===== config.mk =====
export PLATFORM = sky130hd
export DESIGN_NAME = cfg_req_bridge
export DESIGN_NICKNAME = d
export VERILOG_FILES = /design/src/rtl/cfg_req_bridge.sv
export SDC_FILE = /design/constraint.sdc
export NUM_CORES = 1
export LEC_CHECK = 0
export ABC_CLOCK_PERIOD_IN_PS = 2700
export BUFFER_PORTS_ARGS = -buffer_cell sky130_fd_sc_hd__buf_2
export CAP_MARGIN = 10
export CORE_ASPECT_RATIO = 2
export CORE_MARGIN = 2
export CORE_UTILIZATION = 40
export DETAILED_ROUTE_END_ITERATION = 16
export MAX_ROUTING_LAYER = met4
export PLACE_DENSITY = 0.74
export SYNTH_ARGS = -nofsm -noshare
export SYNTH_HDL_FRONTEND = slang
export SYNTH_SLANG_ARGS = --single-unit

===== constraint.sdc =====
create_clock -name clk -period 2.7 [get_ports clk]
set_input_delay 0.27 -clock clk [delete_from_list [all_inputs] [get_ports clk]]
set_output_delay 0.27 -clock clk [all_outputs]
set_load 0.02 [all_outputs]

===== src/rtl/cfg_req_bridge.sv =====
module cfg_req_bridge #(
  parameter int          TMO_CYCLES = 1024,
  parameter logic [15:0] REQ_ID     = 16'h0000
) (
  input  logic         clk,
  input  logic         rst_n,
  input  logic [13:0]  s_addr,
  input  logic         s_write,
  input  logic         s_read,
  input  logic [31:0]  s_wdata,
  input  logic [3:0]   s_be,
  output logic         s_wait,
  output logic [31:0]  s_rdata,
  output logic         s_rvalid,
  output logic         tx_valid,
  input  logic         tx_ready,
  output logic [127:0] tx_data,
  input  logic         rx_valid,
  input  logic [127:0] rx_data
);
  localparam int         CW    = $clog2(TMO_CYCLES + 1);
  localparam logic [7:0] TAG   = 8'hFF;
  localparam logic [7:0] T_CPL = 8'h0A;
  localparam logic [7:0] T_CPD = 8'h4A;

  typedef enum logic [1:0] {IDLE, SEND, WAIT, DONE} st_t;

  st_t          st;
  logic [127:0] tlp_q;
  logic [CW-1:0] tmo_cnt;
  logic [31:0]  cpl_q;
  logic [31:0]  scratch;
  logic [15:0]  tgt_id;
  logic [1:0]   err;

  wire is_local = s_addr[13];
  wire cfg_req  = (s_read | s_write) & ~is_local;
  wire loc_wr   = s_write & is_local;
  wire [9:0] word = s_addr[11:2];

  assign s_wait   = cfg_req & (st != DONE);
  assign tx_valid = (st == SEND);
  assign tx_data  = tlp_q;

  wire [7:0] rx_type   = rx_data[31:24];
  wire [2:0] rx_status = rx_data[47:45];
  wire [7:0] rx_tag    = rx_data[79:72];

  wire claim  = (st == WAIT) & rx_valid & (rx_tag == TAG) &
                ((rx_type == T_CPL) | (rx_type == T_CPD));
  wire expire = (st == WAIT) & ~claim & (tmo_cnt == CW'(TMO_CYCLES - 1));

  wire [7:0]  fmt_type = {1'b0, ~s_read, 3'b000, 2'b10, s_addr[12]};
  wire [31:0] dw0 = {fmt_type, 14'd0, 10'd1};
  wire [31:0] dw1 = {REQ_ID, TAG, 4'h0, s_be};
  wire [31:0] dw2 = {tgt_id, 4'h0, s_addr[11:2], 2'b00};
  wire [31:0] dw3 = s_read ? 32'h0 : s_wdata;

  wire [1:0] w1c     = (loc_wr && word == 10'd2) ? s_wdata[1:0] : 2'b00;
  wire [1:0] err_set = {expire, claim & (rx_status != 3'd0)};

  logic [31:0] loc_rdata;
  always_comb begin
    case (word)
      10'd0:   loc_rdata = scratch;
      10'd1:   loc_rdata = {16'h0, tgt_id};
      10'd2:   loc_rdata = {30'h0, err};
      default: loc_rdata = 32'h0;
    endcase
  end

  always_ff @(posedge clk) begin
    if (!rst_n) begin
      st      <= IDLE;
      tlp_q   <= '0;
      tmo_cnt <= '0;
      cpl_q   <= '0;
    end else begin
      case (st)
        IDLE: if (cfg_req) begin
          tlp_q <= {dw3, dw2, dw1, dw0};
          st    <= SEND;
        end
        SEND: if (tx_ready) begin
          tmo_cnt <= '0;
          st      <= WAIT;
        end
        WAIT: begin
          if (claim) begin
            cpl_q <= (rx_status == 3'd0 && rx_type == T_CPD) ? rx_data[127:96] : 32'hFFFF_FFFF;
            st    <= DONE;
          end else if (expire) begin
            cpl_q <= 32'hFFFF_FFFF;
            st    <= DONE;
          end else begin
            tmo_cnt <= tmo_cnt + 1'b1;
          end
        end
        default: st <= IDLE;
      endcase
    end
  end

  always_ff @(posedge clk) begin
    if (!rst_n) begin
      scratch <= '0;
      tgt_id  <= '0;
      err     <= '0;
    end else begin
      if (loc_wr && word == 10'd0) scratch <= s_wdata;
      if (loc_wr && word == 10'd1) tgt_id  <= s_wdata[15:0];
      err <= (err & ~w1c) | err_set;
    end
  end

  always_ff @(posedge clk) begin
    if (!rst_n) begin
      s_rvalid <= 1'b0;
      s_rdata  <= '0;
    end else begin
      s_rvalid <= s_read & ~s_wait;
      if (s_read & ~s_wait) s_rdata <= is_local ? loc_rdata : cpl_q;
    end
  end
endmodule


[Word level (Yosys, flattened, before mapping)]
Cells that the tools add are included.
Cells by class
  mux-type cells: 16
  bitwise operators: 19
  reductions and logical operators: 14
  equal/unequal tests: 14
  $add $sub $neg: 1
Operator list (number)
  $mux 32: 5
  $pmux 32 s3: 1
  $mux 11: 3
  $pmux 11 s2: 1
  $add 11x1->11 const B: 1
  $eq 11x10->1 const B: 1
  $and 1x1->1: 10
  $eq 10x1->1 const B: 1
  $eq 10x2->1 const B: 1
  $logic_not 10->1: 1
  $mux 2: 5
  $eq 8x4->1 const B: 1
  $eq 8x7->1 const B: 1
  $eq 8x8->1 const B: 1
  $ne 2x2->1 const B: 4
  $pmux 2 s3: 1
  $logic_and 1x1->1: 4
  $not 1->1: 4
  $reduce_and 2->1: 2
  $reduce_and 4->1: 1
  $reduce_bool 2->1: 2
  $logic_not 3->1: 1
  $ne 3x3->1 const B: 1
  $reduce_and 3->1: 1
  other kinds (9): 10
Word-level totals
  word-level logic and storage cells: 73
  register bits after elaboration: 202
  input port bits: 184
  output and inout bits: 163

[Logic depth before layout (Yosys ltp)]
Gate-level depths: netlist of run 1.
  depth after elaboration: 10
  mapped depth: 10
  depth with buffers taken out: 7

[Worst setup path before layout of run 1]
No wires, ideal clock.
  kind: register to register
  start: register st[1]
  end: register tmo_cnt[7]
  arrival: 2.011 ns
  path slack: 0.617 ns
  period minus slack after synthesis: 2.083 ns
  stages on the path, launching flop included: 8
  data required time: 2.629 ns
  buffers on the path: 0
  library setup time: 0.071 ns
  path through: dfxtp_1 > inv_1 > ha_1 > mux2_2 > nand4_1 > or2_2 > or4_1 > a21oi_1
On the way
  elaborated cells between the ends (all ways): 14
  classes of those cells: eq/ne (5); mux (1); bitwise (6); reduce/logical (2)
RTL lines
  from (decl): line 28  | st_t st;
  from (signal assigned): line 74  | st <= IDLE;
  from (signal assigned): line 82  | st <= SEND;
  from (signal assigned): line 86  | st <= WAIT;
  $eq 2x1->1 (*)
  via tx_valid: line 15  | output logic tx_valid,
  $ne 2x1->1 (no line) or $reduce_bool 2->1 (tied branches)
  $reduce_and 4->1 (no line)
  to (signal assigned): line 96  | tmo_cnt <= tmo_cnt + 1'b1;
  to (decl): line 30  | logic [CW-1:0] tmo_cnt;
Mark *: on every way through the listed nets, which the timed path passes. The rest lies on a longest branch.
A chain may end at the register's enable or synchronous reset.

[Worst setup path after layout of run 1]
  start: register st[0]
  end: register cpl_q[11]
On the way
  cells in the longest elaborated chain, start to end: 9
  elaborated cells between the ends (all ways): 10
  classes of those cells: eq/ne (1); mux (1); bitwise (6); reduce/logical (2)
Ends and longest elaborated chain
  $eq 2x2->1 (*): line 49, 51, 79
  $and 1x1->1 (3 in series): line 49  | wire claim = (st == WAIT) & rx_valid & (rx_tag == TAG) &
  $not 1->1: line 51  | wire expire = (st == WAIT) & ~claim & (tmo_cnt == CW'(TMO_CYCLES - 1));
  $and 1x1->1 (2 in series): line 51
  $reduce_bool 2->1 (no line)
  $reduce_and 2->1 (no line)
  to (signal assigned): line 90  | cpl_q <= (rx_status == 3'd0 && rx_type == T_CPD) ? rx_data[127:96] : 32'hFFFF_FFFF;
  to (decl): line 31  | logic [31:0] cpl_q;
Every way passes the cells marked *; elsewhere a longest branch is shown, timed or not.

==> out/results.txt, run 1 <==
Status -> finished clean
Average wire per standard cell -> 14.8 um
Starting Density -> 40.5%
Final Hold Fails -> 0
Drt total wl -> 21.4 mm
Die width -> 107 um
Ys Warns -> 0
Antenna viol nets, final -> 0
Post-CTS setup buffer count -> 0
Internal reg-to-reg setup slack -> 420 ps
Clk_skew -> 16.4 ps
Max H-tree Level -> 4
Hold crit path type -> primary input to flip-flop
DR iter-0 viols -> 340
Pleak -> 4.56 nW
Worst r2r src -> st[0]$_SDFFE_PN0P_
Max-Cap Viols -> 0
Cell chain of the critical path -> inv_1 > ha_1 > nor2b_1 > nand4_1 > a21boi_4 > buf_4 > nand2_1 > o211a_1
Syn Area/Cell -> 8.53 um2
CP Max Fanout -> 22
Nets -> 1347
Worst reg2reg path depth -> 8
Worst setup path end -> cpl_q[11]$_SDFFE_PN0P_
DIE HEIGHT -> 210 um
Number of buffers created by CTS -> 17
Worst rel slew slack -> 60.1%
Post-DP HPWL -> 15.5 mm
CP Data Required Time -> 3030 ps
Most frequent cells in the layout -> buf_2 (212), nand2_1 (194), dfxtp_1 (193), a21boi_0 (76), o21ai_0 (76)
Number of synthesized register bits -> 193
Global route overflow -> 0
Clock sinks -> 193
Reg clk slew, reported paths -> 70 ps
GP Congestion -> 0.871
Initial DRT Pass Iterations -> 5
Largest net degree at the start of global routing -> 118
Seq/Total Area, Yosys -> 45.6%
Finish-stage setup viols -> 0
Final min period -> 2280 ps
Io pins -> 347
Critical Path Slowest Stage Cell -> a21boi_4
Max incr delay on CP -> 550 ps
Clk_lat worst skew -> 450 ps
Setup crit start kind -> flip-flop
IO Port Bufs -> 213
Final worst path period share -> 84.6%
Post-synth EDFFs -> 0
DIE AREA -> 22400 um2
Max VDD drop -> 0.348 mV
CP startpoint -> st[0]$_SDFFE_PN0P_
Core ar. -> 20900 um2
Util after Layout -> 48.0%
Area Growth Syn to Fin -> 18.5%
Syn Inst Count -> 994
CTS resizes -> 0
Via Count -> 7125
DRC violations left -> 0
Mapped Area -> 8470 um2
Num rows -> 75
Total GRT Usage -> 19.8%
Initial antenna violation count -> 4
Share of layout cells above drive strength 1 -> 23.4%
Fmax -> 0.438 GHz
Max-slew violations -> 0
Setup CP Type -> flip-flop to flip-flop
Worst Path Arrival -> 2620 ps
PD cells -> 671 nW/um2
Clk root buf -> clkbuf_16
Worst-margin pin slew -> 596 ps
Reg2reg end -> cpl_q[11]$_SDFFE_PN0P_
Via density -> 4.94
Post-synth cell types -> 50
Vias in the first global route -> 6624
Final setup TNS -> 0 ps
Critical Path End Type -> flip-flop
Ys flop type -> dfxtp_1
Ys async rst share -> 0%
RSZ-0062 raised after global routing -> no
Post-cts hold buffer count -> 0
Maximum clock path buffer count -> 2
First-pass GRT wire length -> 33.9 mm
Commonest non-fill, non-tap cell in the layout -> buf_2
CTS tree -> done
cell type report:
class                      instances  area (um2)
sequential                       193        3860
timing repair buffer             229        1240
antenna                            4        10.0
inverter                          19        71.3
clock inverter                    12         131
multi-input combinational        697        3950
clock buffer                      18         439
tap                              269         337
fill                            2039       10900
routing by layer:
metal	track usage [%]	part of all wire, %	routed length (um)	up-vias
met4	8.46	2.6	546	0
li1	-	-	-	3599
met1	23.4	43	9210	3241
met2	31.8	49	10400	258
met3	4.81	5.8	1240	27
met5	-	0	0	-
logic make-up after synthesis:
| group | Yosys count | share of synthesized area, % |
|---|---|---|
| AND/OR/NAND/NOR | 362 | 20.7 |
| buffers and inverters | 157 | 10.4 |
| other | 1 | 0.0443 |
| AO/OA/AOI/OAI | 268 | 21.5 |
| flip-flops | 193 | 45.6 |
| multiplexers | 7 | 0.842 |
| adder cells (fa/ha/maj) | 6 | 0.886 |
flip-flops by register name, indices dropped and copies added, names as in the netlist:
register,count
tx_data,65
cpl_q,32
s_rvalid,1
err,2
s_rdata,32
tmo_cnt,11
tgt_id,16
st,2
scratch,32
where the power goes:
part	leakage (nW)	switching, mW	internal [mW]
clock	0.266	1.16	1.31
sequential	1.56	0.0793	2.98
combinational	2.73	0.828	0.391
total	4.56	2.06	4.68
stage by stage:
step	total power [mW]	setup WS, ps	cells	cell area, um2	hold WS (ps)
final	6.74	417	1441	10000	70.5
after global routing	7.06	221	1441	10000	55.3
after CTS	6.82	152	1437	10000	41.8
after detailed placement	4.35	166	1407	9460	445
after global placement	4.32	245	1407	9460	437
after floorplan	4.00	617	1047	8670	400
how the worst min path moves through the flow:
stage,startpoint,end,slack [ps],cells after the start
2_1_floorplan,s_wdata[10],scratch[10]$_SDFFE_PN0P_,400,2
3_3_place_gp,scratch[12]$_SDFFE_PN0P_,scratch[12]$_SDFFE_PN0P_,440,2
3_5_place_dp,scratch[1]$_SDFFE_PN0P_,scratch[1]$_SDFFE_PN0P_,440,2
4_1_cts,s_wdata[18],scratch[18]$_SDFFE_PN0P_,40,3
5_1_grt,rx_data[105],cpl_q[9]$_SDFFE_PN0P_,60,2
6_report,s_wdata[18],scratch[18]$_SDFFE_PN0P_,70,3
worst max-delay path: cells and delay by family (launching register included):
kind                     cells  cell delay [ps]
AO/OA/AOI/OAI                2              670
adder cells (fa/ha/maj)      1              310
buffers and inverters        2              390
flip-flops                   1              420
AND/OR/NAND/NOR              3              380
cells in the mapped netlist, types with 5 or more instances:
library cell | instances | area share [%]
a21boi_0 | 76 | 6.7
a21boi_1 | 5 | 0.44
a21oi_1 | 39 | 2.3
a221oi_1 | 14 | 1.4
buf_2 | 5 | 0.30
buf_4 | 65 | 5.8
buf_6 | 5 | 0.66
clkbuf_1 | 60 | 2.7
dfxtp_1 | 193 | 46
ha_1 | 6 | 0.89
inv_1 | 19 | 0.84
mux2i_1 | 6 | 0.71
nand2_1 | 195 | 8.6
nand2b_1 | 11 | 0.81
nand3_1 | 37 | 2.2
nand3b_1 | 32 | 2.8
nand4_1 | 6 | 0.44
nor2_1 | 29 | 1.3
nor2b_1 | 18 | 1.3
nor3_1 | 5 | 0.30
o211a_1 | 35 | 4.1
o21a_1 | 5 | 0.44
o21ai_0 | 76 | 4.5
o21ai_1 | 6 | 0.35
or2b_1 | 7 | 0.62
Power figures use the tool's default switching activity.
==> inputs of run 2 (changes only) <==
--- a/config.mk
+++ b/config.mk
@@ -5,7 +5,7 @@
 export SDC_FILE = /design/constraint.sdc
 export NUM_CORES = 1
 export LEC_CHECK = 0
-export ABC_CLOCK_PERIOD_IN_PS = 2700
+export ABC_CLOCK_PERIOD_IN_PS = 2060
 export BUFFER_PORTS_ARGS = -buffer_cell sky130_fd_sc_hd__buf_2
 export CAP_MARGIN = 10
 export CORE_ASPECT_RATIO = 2
@@ -13,7 +13,7 @@
 export CORE_UTILIZATION = 40
 export DETAILED_ROUTE_END_ITERATION = 16
 export MAX_ROUTING_LAYER = met4
-export PLACE_DENSITY = 0.74
+export PLACE_DENSITY = 0.77
 export SYNTH_ARGS = -nofsm -noshare
 export SYNTH_HDL_FRONTEND = slang
 export SYNTH_SLANG_ARGS = --single-unit
==> constraint.sdc (replaced) <==
create_clock -name clk -period 2.06 [get_ports clk]
set_input_delay 0.206 -clock clk [delete_from_list [all_inputs] [get_ports clk]]
set_output_delay 0.206 -clock clk [all_outputs]
set_load 0.02 [all_outputs]
==> out/results.txt, run 2 (synthesis gave the netlist of run 1 again) <==
Post-DP HPWL -> 15.4 mm (-1.0%)
Initial DRT Pass Iterations -> 5 (unchanged)
Maximum clock path buffer count -> 2 (unchanged)
Clk_lat worst skew -> 450 ps (about the same)
First-pass GRT wire length -> 34.2 mm (+0.93%)
Worst-margin pin slew -> 945 ps (+349 ps)
Largest net degree at the start of global routing -> 134 (+14%)
Global route overflow -> 0 (unchanged)
Area Growth Syn to Fin -> 23.6%
Worst Path Arrival -> 2350 ps (-270 ps)
Via density -> 4.96 (+0.29%)
Max-slew violations -> 0 (unchanged)
Max-Cap Viols -> 0 (unchanged)
Drt total wl -> 21.9 mm (+2.4%)
Reg clk slew, reported paths -> 70 ps (about the same)
Setup crit start kind -> flip-flop
CP Data Required Time -> 2430 ps (-600 ps)
DIE HEIGHT -> 210 um (unchanged)
Worst rel slew slack -> 36.8% (-23 points)
Clock sinks -> 193 (unchanged)
Average wire per standard cell -> 14.8 um (-0.35%)
Max H-tree Level -> 4 (unchanged)
Antenna viol nets, final -> 0 (unchanged)
Final Hold Fails -> 0 (unchanged)
Num rows -> 75 (unchanged)
Io pins -> 347 (unchanged)
Setup ws final -> 71.0 ps (-346 ps)
Critical Path End Type -> flip-flop
Final min period -> 1990 ps (-294 ps)
Internal Pwr Total -> 6.16 mW (+32%)
Number of buffers created by CTS -> 17 (unchanged)
Vias in the first global route -> 6846 (+3.4%)
Final worst path period share -> 96.6% (+12 points)
Util after Layout -> 50.1% (+2.1 points)
Core ar. -> 20900 um2 (unchanged)
Via Count -> 7344 (+3.1%)
Hold crit path type -> primary input to flip-flop
Combinational Power Share -> 19.6% (+1.5 points)
Finish-stage setup viols -> 0 (unchanged)
CP Max Fanout -> 8 (-64%)
Multi-input gate area -> 4000 um2 (+1.3%)
Most frequent cells in the layout -> buf_2 (212), nand2_1 (194), dfxtp_1 (191), a21boi_0 (76), o21ai_0 (76)
Final setup TNS -> 0 ps (unchanged)
Status -> finished clean
Total GRT Usage -> 19.8% (+0.052 points)
CTS tree -> done
Nets -> 1388 (+3.0%)
Initial antenna violation count -> 1 (-3)
Clk_skew -> 9.80 ps (-6.56 ps)
Clock power share -> 35.8% (-0.8 points)
Hold_ws -> 16.7 ps (-53.8 ps)
DR iter-0 viols -> 357 (+5.0%)
Share of layout cells above drive strength 1 -> 24.7% (+1.3 points)
Switching power -> 2.83 mW (+37%)
Register area -> 3870 um2 (about the same)
Critical Path Slowest Stage Cell -> or4_1
Cell chain of the critical path -> inv_2 > ha_2 > buf_6 > nor2b_1 > nand4_1 > a21bo_4 > or4_1 > a21oi_1
DRC violations left -> 0 (unchanged)
PD cells -> 857 nW/um2 (+28%)
GP Congestion -> 0.879 (+0.91%)
Clk root buf -> clkbuf_16
Placement-stage worst setup slack -> -24.2 ps (-190 ps)
Setup CP Type -> flip-flop to flip-flop
Fill count -> 1982 (-2.8%)
Max reg flops -> 65 (unchanged)
Power Total -> 8.98 mW (+33%)
Commonest non-fill, non-tap cell in the layout -> buf_2
Die width -> 107 um (unchanged)
Sequential power share -> 44.6% (-0.7 points)
Max VDD drop -> 0.466 mV (+34%)
DIE AREA -> 22400 um2 (unchanged)
Max incr delay on CP -> 510 ps (-40 ps)
IO Port Bufs -> 213 (unchanged)
Starting Density -> 40.5% (unchanged)
Pleak -> 4.78 nW (+4.7%)
Switching Share -> 31.5% (+0.83 points)
Fmax -> 0.503 GHz (+15%)
[run 2: cell types whose count changed in the layout (fill, tap and decap cells not counted), sizes merged]
cell,previous run,this run
a21bo,1,2
bufinv,1,0
clkinv,4,3
diode,4,1
inv,22,29
buf,229,244
clkinvlp,4,1
dlygate4sd3,0,25
[run 2: layer usage]
metal / vias up / global-route usage (%) / wire [um]
met4: 0 / 9.49 / 847
met5: - / - / 0
met3: 53 / 3.79 / 1240
met2: 279 / 32.5 / 10800
met1: 3323 / 23.0 / 9020
li1: 3689 / - / -
[run 2: what timing repair did]
action | in CTS | in global routing
hold buffers | 25 | 0
resized for setup | 2 | 11
endpoints found under the hold margin | 25 | 0
setup buffers | 0 | 6
gates cloned | 0 | 1
endpoints found under the setup margin | 4 | 31
pin swaps | 0 | 5
[run 2: path summary, 6_finish.rpt]
check / cells past startpoint / start / to / slack [ps]
worst max-delay path: 8 / st[0]$_SDFFE_PN0P_ / tmo_cnt[9]$_SDFFE_PN0P_ / 70
worst min-delay path: 2 / rx_data[111] / cpl_q[15]$_SDFFE_PN0P_ / 20
worst max register to register: 8 / st[0]$_SDFFE_PN0P_ / tmo_cnt[9]$_SDFFE_PN0P_ / 70
worst min register to register: 2 / scratch[1]$_SDFFE_PN0P_ / scratch[1]$_SDFFE_PN0P_ / 450
[run 2: critical path, delay by kind of cell (launching register included)]
family                   cells  cell delay, ps
AO/OA/AOI/OAI                2             420
buffers and inverters        2             170
AND/OR/NAND/NOR              3             800
adder cells (fa/ha/maj)      1             190
flip-flops                   1             340
[run 2: stage by stage]
| step | instance area (um2) | std cells |
|---|---|---|
| 2_1_floorplan | 8680 | 1047 |
| 3_3_place_gp | 9540 | 1416 |
| 3_5_place_dp | 9540 | 1416 |
| 4_1_cts | 10400 | 1473 |
| 5_1_grt | 10500 | 1481 |
| 6_report | 10500 | 1481 |
[run 2: cell type report]
type | instances | share of cell area [%]
well taps | 269 | 3.21
inverters | 19 | 0.681
clock buffers | 18 | 4.19
diodes | 1 | 0.0239
multi-input cells | 698 | 38.2
flip-flops and latches | 193 | 36.9
repair buffers | 269 | 15.5
clock inverters | 14 | 1.29
[run 2: power groups by stage]
stage | Clock, mW | Combinational, mW | Sequential, mW
final | 3.22 | 1.76 | 4.01
after global routing | 3.44 | 1.91 | 4.03
after CTS | 3.30 | 1.72 | 4.01
after detailed placement | 0 | 1.67 | 4.09
after global placement | 0 | 1.64 | 4.08
after floorplan | 0 | 0.974 | 4.27
==> inputs of run 3 (changes only) <==
--- a/config.mk
+++ b/config.mk
@@ -5,15 +5,16 @@
 export SDC_FILE = /design/constraint.sdc
 export NUM_CORES = 1
 export LEC_CHECK = 0
-export ABC_CLOCK_PERIOD_IN_PS = 2060
+export ABC_CLOCK_PERIOD_IN_PS = 1900
 export BUFFER_PORTS_ARGS = -buffer_cell sky130_fd_sc_hd__buf_2
 export CAP_MARGIN = 10
 export CORE_ASPECT_RATIO = 2
 export CORE_MARGIN = 2
 export CORE_UTILIZATION = 40
+export CTS_BUF_LIST = sky130_fd_sc_hd__clkbuf_4 sky130_fd_sc_hd__clkbuf_8 sky130_fd_sc_hd__clkbuf_16
 export DETAILED_ROUTE_END_ITERATION = 16
 export MAX_ROUTING_LAYER = met4
-export PLACE_DENSITY = 0.77
+export PLACE_DENSITY = 0.74
 export SYNTH_ARGS = -nofsm -noshare
 export SYNTH_HDL_FRONTEND = slang
 export SYNTH_SLANG_ARGS = --single-unit
==> constraint.sdc (replaced) <==
create_clock -name clk -period 1.9 [get_ports clk]
set_input_delay 0.19 -clock clk [delete_from_list [all_inputs] [get_ports clk]]
set_output_delay 0.19 -clock clk [all_outputs]
set_load 0.02 [all_outputs]
==> out/results.txt, run 3 (synthesis gave the netlist of run 1 again) <==
Pleak -> 4.91 nW (+2.8%)
Initial DRT Pass Iterations -> 5 (unchanged)
Post-Place Cells -> 1427 (+0.78%)
Worst Path Arrival -> 2300 ps (-50 ps)
Nets -> 1411 (+1.7%)
Failing checks -> negative setup slack
RSZ-0062 raised after global routing -> yes
Global route overflow -> 0 (unchanged)
Die width -> 107 um (unchanged)
Average wire per standard cell -> 15.0 um (+1.6%)
IO Port Bufs -> 213 (unchanged)
DR iter-0 viols -> 423 (+18%)
Most frequent cells in the layout -> buf_2 (212), dfxtp_1 (190), nand2_1 (181), a21boi_0 (76), o21ai_0 (76)
Drt total wl -> 22.6 mm (+3.2%)
Via Count -> 7526 (+2.5%)
Non-filler cells in the finished layout -> 1504 (+1.6%)
Critical Path Slowest Stage Cell -> or4_1
GP Congestion -> 0.871 (-0.85%)
Maximum clock path buffer count -> 2 (unchanged)
DIE AREA -> 22400 um2 (unchanged)
Cell chain of the critical path -> inv_2 > ha_4 > buf_4 > nor2b_1 > nand4_1 > a21bo_2 > or4_1 > a21oi_1
Post-DP HPWL -> 16.0 mm (+4.3%)
Final Hold Fails -> 0 (unchanged)
PD cells -> 927 nW/um2 (+8.1%)
CP top delay family -> simple AND/OR/NAND/NOR gates
Io pins -> 347 (unchanged)
Initial antenna violation count -> 1 (unchanged)
DIE HEIGHT -> 210 um (unchanged)
Setup ws final -> -29.2 ps (-100 ps)
Final worst path period share -> 102% (+5.0 points)
Max-Cap Viols -> 0 (unchanged)
Share of layout cells above drive strength 1 -> 26.1% (+1.4 points)
DRC violations left -> 0 (unchanged)
Clock sinks -> 193 (unchanged)
Max H-tree Level -> 4 (unchanged)
Fill count -> 1944 (-1.9%)
Bufs and invs on worst path -> 2 (unchanged)
Setup CP Type -> flip-flop to flip-flop
First-pass GRT wire length -> 35.5 mm (+3.7%)
CP Data Required Time -> 2270 ps (-160 ps)
Area Growth Syn to Fin -> 27.8%
Critical Path End Type -> flip-flop
Max VDD drop -> 0.809 mV (+73%)
Via density -> 5.00 (+0.91%)
Setup crit start kind -> flip-flop
Clk_skew -> 12.2 ps (+2.36 ps)
Register area -> 3870 um2 (about the same)
Core ar. -> 20900 um2 (unchanged)
Hold crit path type -> primary input to flip-flop
Total GRT Usage -> 20.6% (+0.83 points)
Fmax -> 0.518 GHz (+3.1%)
Placement-stage worst setup slack -> -152 ps (-128 ps)
Multi-input gate area -> 4050 um2 (+1.3%)
Post-Place Cell Area -> 9700 um2 (+1.6%)
Clk root buf -> clkbuf_16
Commonest non-fill, non-tap cell in the layout -> buf_2
Number of buffers created by CTS -> 17 (unchanged)
Max incr delay on CP -> 520 ps (about the same)
Antenna viol nets, final -> 0 (unchanged)
Starting Density -> 40.5% (unchanged)
Clk_lat worst skew -> 440 ps (about the same)
CTS tree -> done
Reg clk slew, reported paths -> 70 ps (about the same)
Largest net degree at the start of global routing -> 130 (-3.0%)
Status -> finished with violations
Vias in the first global route -> 6909 (+0.92%)
Max reg flops -> 65 (unchanged)
CP Max Fanout -> 8 (unchanged)
Max-slew violations -> 0 (unchanged)
Final std cell area, no fill -> 10800 um2 (+3.3%)
Final min period -> 1930 ps (-59.8 ps)
Finish-stage setup viols -> 4 (+4)
Num rows -> 75 (unchanged)
-- run 3: cell type report --
type | instances | area share [%]
clock inverters | 13 | 1.38
inverters | 19 | 0.659
well taps | 269 | 3.11
clock buffers | 19 | 4.18
diodes | 1 | 0.0231
multi-input cells | 697 | 37.4
repair buffers | 293 | 17.5
flip-flops and latches | 193 | 35.7
-- run 3: per-stage QoR --
step / TNS [ps] / util (%) / hold slack [ps] / total power [mW]
floorplan: -71.0 / - / 320 / 5.72
global placement: -735 / 46.3 / 431 / 6.32
detailed placement: -1700 / 46.3 / 430 / 6.36
CTS: 0 / 51.3 / 0.464 / 10.1
global route: -2040 / 51.7 / 3.36 / 10.5
finish: -61.1 / 51.7 / 16.6 / 10.0
-- run 3: metal layers --
layer  up-vias  global-route usage (%)  routed length, um
li1       3731                       -                  -
met1      3471                    23.9               9130
met2       283                    34.7              11400
met3        41                    4.29               1310
met4         0                    8.06                773
met5         -                       -                  0
-- run 3: worst register-to-register path: stages (launching register included) --
cell and delay (ps):
dfxtp_2 340, inv_2 50, ha_4 160, buf_4 140
nor2b_1 120, nand4_1 110, a21bo_2 290, or4_1 520
a21oi_1 140
-- run 3: path summary, 6_finish.rpt --
| check | endpoint | cells after the start | slack [ps] | from |
|---|---|---|---|---|
| worst max-delay path | tmo_cnt[9]$_SDFFE_PN0P_ | 8 | -30 | st[0]$_SDFFE_PN0P_ |
| worst min-delay path | cpl_q[27]$_SDFFE_PN0P_ | 2 | 20 | rx_data[123] |
| worst max register to register | tmo_cnt[9]$_SDFFE_PN0P_ | 8 | -30 | st[0]$_SDFFE_PN0P_ |
| worst min register to register | scratch[1]$_SDFFE_PN0P_ | 2 | 450 | scratch[1]$_SDFFE_PN0P_ |
-- run 3: what timing repair did --
action | CTS | global route
cloned | 0 | 1
endpoints found under the hold margin | 39 | 0
resized for setup | 8 | 19
buffers inserted | 2 | 2
hold buffers | 39 | 0
endpoints found under the setup margin | 37 | 31
pin swaps | 5 | 11
-- run 3: power by group --
part / total (mW) / internal, mW / switching, mW
combinational: 2.04 / 0.755 / 1.29
clock: 3.64 / 2.03 / 1.61
sequential: 4.35 / 4.24 / 0.113
